### config.mk
export PLATFORM = sky130hd
export DESIGN_NAME = rst_stage_seq
export DESIGN_NICKNAME = d
export VERILOG_FILES = /design/src/rtl/rss_pkg.sv /design/src/rtl/rss_prescaler.sv /design/src/rtl/rss_delay_chan.sv /design/src/rtl/rst_stage_seq.sv
export SDC_FILE = /design/constraint.sdc
export NUM_CORES = 1
export LEC_CHECK = 0
export BUFFER_PORTS_ARGS = -buffer_cell sky130_fd_sc_hd__buf_4
export CAP_MARGIN = 20
export CORE_MARGIN = 10
export CORE_UTILIZATION = 58
export CTS_CLUSTER_SIZE = 25
export DETAILED_ROUTE_END_ITERATION = 7
export GPL_ROUTABILITY_DRIVEN = 0
export PLACE_DENSITY = 0.81
export SLEW_MARGIN = 15
export SYNTH_ARGS = -nofsm -noshare
export SYNTH_HDL_FRONTEND = slang
export SYNTH_SLANG_ARGS = --single-unit
### constraint.sdc
create_clock -name clk -period 2.7 [get_ports clk]
set_input_delay 0.675 -clock clk [delete_from_list [all_inputs] [get_ports clk]]
set_output_delay 0.675 -clock clk [all_outputs]
set_load 0.01 [all_outputs]
### src/rtl/rss_pkg.sv
// Package: shared types and width helpers for the staged reset sequencer.
// Assumes: nothing beyond IEEE 1800-2017 constant functions.
package rss_pkg;

    // Channel state: holding the pin low, or released for good.
    typedef enum logic {
        CH_HOLD     = 1'b0,
        CH_RELEASED = 1'b1
    } chan_state_t;

    // Number of bits needed to hold values 0..max_val, never less than one.
    function automatic int bits_for(input int max_val);
        int w;
        w = 1;
        while ((1 << w) <= max_val) begin
            w = w + 1;
        end
        return w;
    endfunction

endpackage

### src/rtl/rss_prescaler.sv
// Module: rss_prescaler
// Makes a one-cycle enable pulse on every DIV-th cycle while run is high.
// The pulse is valid in the same cycle in which the count reaches DIV-1.
// Assumes: DIV >= 1, synchronous active-low reset, single clock domain.
module rss_prescaler
    import rss_pkg::*;
#(
    parameter int DIV = 8
) (
    input  logic clk,
    input  logic rst_n,
    input  logic run,
    output logic tick
);

    localparam int CW = bits_for(DIV - 1);
    localparam logic [CW-1:0] LAST = CW'(DIV - 1);

    logic [CW-1:0] phase_q;

    // Pulse when the phase counter sits on its last value.
    always_comb begin
        tick = run && (phase_q == LAST);
    end

    // Phase counter: wraps at DIV-1 and is frozen while not running.
    always_ff @(posedge clk) begin
        if (!rst_n) begin
            phase_q <= '0;
        end else if (run) begin
            if (phase_q == LAST) begin
                phase_q <= '0;
            end else begin
                phase_q <= phase_q + 1'b1;
            end
        end
    end

endmodule

### src/rtl/rss_delay_chan.sv
// Module: rss_delay_chan
// One delay channel: a prescaler feeds a down-counter loaded with PRELOAD.
// The channel releases on the (PRELOAD+1)-th tick and stays released until
// the next reset. Its output enable is registered.
// Assumes: PRELOAD >= 0, DIV >= 1, synchronous active-low reset.
module rss_delay_chan
    import rss_pkg::*;
#(
    parameter int DIV     = 8,
    parameter int PRELOAD = 511
) (
    input  logic clk,
    input  logic rst_n,
    output logic pin_oe
);

    localparam int NW = bits_for(PRELOAD);
    localparam logic [NW-1:0] LOAD = NW'(PRELOAD);

    chan_state_t   state_q;
    logic [NW-1:0] left_q;
    logic          run;
    logic          tick;

    // Count only while the pin is still held.
    always_comb begin
        run = (state_q == CH_HOLD);
    end

    rss_prescaler #(
        .DIV (DIV)
    ) u_pre (
        .clk   (clk),
        .rst_n (rst_n),
        .run   (run),
        .tick  (tick)
    );

    // Countdown and release: the tick that finds zero left ends the hold.
    always_ff @(posedge clk) begin
        if (!rst_n) begin
            left_q  <= LOAD;
            state_q <= CH_HOLD;
        end else if (tick) begin
            if (left_q == '0) begin
                state_q <= CH_RELEASED;
            end else begin
                left_q <= left_q - 1'b1;
            end
        end
    end

    // Pull the pin low exactly while holding.
    always_comb begin
        pin_oe = (state_q == CH_HOLD);
    end

endmodule

### src/rtl/rst_stage_seq.sv
// Module: rst_stage_seq (top)
// Releases two open-drain reset pins in order after power-on reset ends.
// Each channel has its own prescaler ratio and preload value.
// Assumes: por_n is already synchronous to clk; external pull-ups exist.
module rst_stage_seq #(
    parameter int CH0_DIV     = 8,
    parameter int CH0_PRELOAD = 511,
    parameter int CH1_DIV     = 512,
    parameter int CH1_PRELOAD = 39
) (
    input  logic       clk,
    input  logic       por_n,
    output logic [1:0] rst_oe,
    output logic [1:0] rst_val
);

    localparam int NCH = 2;

    // One delay channel per reset pin; the index picks the settings.
    for (genvar c = 0; c < NCH; c++) begin : g_chan
        localparam int DIV_C = (c == 0) ? CH0_DIV : CH1_DIV;
        localparam int PRE_C = (c == 0) ? CH0_PRELOAD : CH1_PRELOAD;

        rss_delay_chan #(
            .DIV     (DIV_C),
            .PRELOAD (PRE_C)
        ) u_chan (
            .clk    (clk),
            .rst_n  (por_n),
            .pin_oe (rst_oe[c])
        );
    end

    // Open-drain: only ever drive a low level.
    always_comb begin
        rst_val = '0;
    end

endmodule

==> flow_metrics.env <==
export IMPL_regToRegStartpoint="g_chan[1].u_chan.u_pre.phase_q[0]"
export IMPL_drc=0
export IMPL_dp_cells=182
export IMPL_synth_warnings=0
export IMPL_grt_max_degree=17
export IMPL_r2r_slack_ns=0.66
export IMPL_synth_compound_area_share_pct=10.9
export IMPL_synthSimpleGateAreaFrac_pct=26.1
export IMPL_min_to="g_chan[1].u_chan.u_pre.phase_q[5]"
export IMPL_timing_rr_end="g_chan[1].u_chan.left_q[5]"
export IMPL_final_instance_count_excl_fill=190
export IMPL_fin_worst_skew_ns=0.00672
export IMPL_antenna_left=0
export IMPL_hold_viol=0
export IMPL_cts_resized=0
export IMPL_numCtsBuffers=5
export IMPL_wire_per_inst_um=13.4
export IMPL_synth_mux_area_share_pct=4.21
export IMPL_synthArstFlopShare_pct=0
export IMPL_fp_dieW_um=69.6
export IMPL_clock_latency_ns=0.33
export IMPL_rsz0062_at_grt="false"
export IMPL_start_kind="register"
export IMPL_clk_pin_slew_worst_paths_ns=0.08
export IMPL_finalSetupViolations=0
export IMPL_setup_worst_path_end_class="register"
export IMPL_avgSynthCellArea_um2=9.03
export IMPL_worst_pin_slew_ns=0.518
export IMPL_synth_top_family_by_area="simple AND/OR/NAND/NOR gates"
export IMPL_antenna_found_initial=0
export IMPL_synth_distinct_cells=40
export IMPL_power_leakage_nw=0.591
export IMPL_netlist_area_leader_share_pct=40.7
export IMPL_dp_hpwl_um=1840
export IMPL_cts_setup_buffers=0
export IMPL_crit_fanout=4
export IMPL_drt_iter0_drc=43
export IMPL_synth_top_cell_by_area="dfxtp_1"
export IMPL_htreeDepth=2
export IMPL_ios=6
export IMPL_rows=17
export IMPL_fin_crit_ns=2.04
export IMPL_slew_violations=0
export IMPL_cp_required_ns=2.92
export IMPL_hold_buffers=0
export IMPL_core_area_um2=2280
export IMPL_finalSetupTns_ns=0
export IMPL_hp_start="g_chan[1].u_chan.u_pre.phase_q[5]"
export IMPL_vias_per_cell=5.63
export IMPL_reg2reg_depth=8
export IMPL_cts_tree="built"
export IMPL_area_delta_synth_final_pct=3.95
export IMPL_max_slew_margin_pct=64.9
export IMPL_synth_area_um2=1430
export IMPL_die_area_um2=4840
export IMPL_synthAdderAreaFrac_pct=7.02
export IMPL_clockBufferDepth=2
export IMPL_overflow=0
export IMPL_clock_sinks=29
export IMPL_min_path_cells=2
export IMPL_fin_nets=171
export IMPL_outcome="completed"
export IMPL_holdCritPathClass="register to register"
export IMPL_max_freq_ghz=0.490
export IMPL_grt_total_usage_pct=11.3
export IMPL_arrival_ns=2.27
export IMPL_drive_gt1_share_pct=9.26
export IMPL_finalCritPeriodShare_pct=75.6
export IMPL_grt_pass1_vias=1065
export IMPL_num_antenna_cells=0
export IMPL_synth_cells=158
export IMPL_ys_top_cells_by_area="dfxtp_1 41%, ha_1 7.0%, nor2_1 5.0%"
export IMPL_power_density_nw_per_um2=484
export IMPL_die_y_um=69.6
export IMPL_port_buffers=3
export IMPL_vias=1069
export IMPL_initial_utilization_pct=62.7
export IMPL_criticalPathCategory="register to register"
export IMPL_yosysSeqAreaShare_pct=40.7
export IMPL_synth_xor_area_share_pct=4.91
export IMPL_cts_root_buf="clkbuf_4"
export IMPL_ir_drop_uv=319
export IMPL_dr_pass1_iters=4
export IMPL_ys_flop_type="dfxtp_1"
export IMPL_max_cap_viol_count=0
export IMPL_ys_seq_elements=29
export IMPL_routed_wl_um=2550
export IMPL_grt_pass1_wl_um=4530
export IMPL_synth_edf_count=0
[flip-flops by register name, indices dropped and copies added, names as in the netlist]
signal and cells:
g_chan.u_chan.left_q 15, g_chan.u_chan.state_q 2, g_chan.u_chan.u_pre.phase_q 12
[cells in the mapped netlist, drive strengths merged (2+ instances only)]
master	count
nand2	11
clkbuf	2
a211oi	2
o31a	2
dfxtp	29
nor3	8
a211o	2
or4	2
nor2	19
ha	8
nor2b	3
nand3b	3
buf	6
or2	2
inv	8
a21oi	9
nand3	7
xnor2	5
xor2	3
o21ai	3
or3	3
mux2i	6
nand4b	2
nor4b	3
[cell families after synthesis]
| logic type | count (synthesis) |
|---|---|
| buf+inv | 16 |
| xor+xnor | 8 |
| mux | 6 |
| simple gates | 67 |
| flops | 29 |
| compound gates | 23 |
| other cells | 1 |
| fa+ha+maj | 8 |
[metal layers]
metal / vias up / routed length [µm] / track usage [%]
li1: 554 / - / -
met2: 11 / 1230 / 18.1
met5: - / 0 / 0
met3: 6 / 122 / 5.14
met1: 498 / 1150 / 12.1
met4: 0 / 53 / 5.99
[worst max-delay path, stage by stage, from the launching register on]
cell,delay [ns]
dfxtp_1,0.38
ha_1,0.21
nand3_1,0.09
nor2_1,0.19
ha_1,0.25
nand2b_1,0.15
nor4b_1,0.37
mux2i_1,0.22
nand2_1,0.07
[area by class of cell]
type	count	area, µm²
multi-input cells	114	766
flip-flops and latches	29	581
fillers	200	793
inverters	8	30.0
well taps	28	35.0
clock buffers	8	48.8
repair buffers	3	22.5
[power breakdown]
| part | internal [mW] | switching [mW] |
|---|---|---|
| sequential | 0.436 | 0.00651 |
| clock | 0.103 | 0.142 |
| combinational | 0.0115 | 0.0179 |
[how the worst max path moves through the flow]
| stage | start | endpoint | slack (ns) | cells past startpoint |
|---|---|---|---|---|
| after floorplan | g_chan[1].u_chan.u_pre.phase_q[0] | g_chan[1].u_chan.left_q[5] | 0.91 | 8 |
| after global placement | g_chan[1].u_chan.u_pre.phase_q[0] | g_chan[1].u_chan.left_q[5] | 0.82 | 8 |
| after detailed placement | g_chan[1].u_chan.u_pre.phase_q[0] | g_chan[1].u_chan.left_q[5] | 0.66 | 8 |
| after CTS | g_chan[1].u_chan.u_pre.phase_q[0] | g_chan[1].u_chan.left_q[5] | 0.64 | 8 |
| after global routing | g_chan[1].u_chan.u_pre.phase_q[0] | g_chan[1].u_chan.left_q[3] | 0.48 | 8 |
| final | g_chan[1].u_chan.u_pre.phase_q[0] | g_chan[1].u_chan.left_q[5] | 0.66 | 8 |
[cell usage in the layout (no fill, tap or decap), types with 3 or more instances in the layout]
master,netlist,final
nand2_1,11,11
xnor2_1,5,5
inv_1,8,8
nor3_1,7,7
dfxtp_1,29,29
a21oi_1,9,9
clkbuf_1,2,3
xor2_1,3,3
ha_1,8,8
nor2_1,19,19
o21ai_0,3,3
clkbuf_4,0,5
nor2b_1,3,3
mux2i_1,6,6
buf_4,4,3
nand3_1,7,7
[metrics by stage]
step	instance area (µm²)	worst slack [ns]	power (mW)	utilization (%)	hold slack (ns)
floorplan	1430	0.907	0.476	-	0.466
global placement	1430	0.821	0.479	63.0	0.479
detailed placement	1430	0.658	0.482	63.0	0.488
CTS	1480	0.640	0.721	65.1	0.502
global route	1480	0.480	0.754	65.1	0.528
finish	1480	0.658	0.717	65.1	0.508
(Power assumes the default switching activity.)
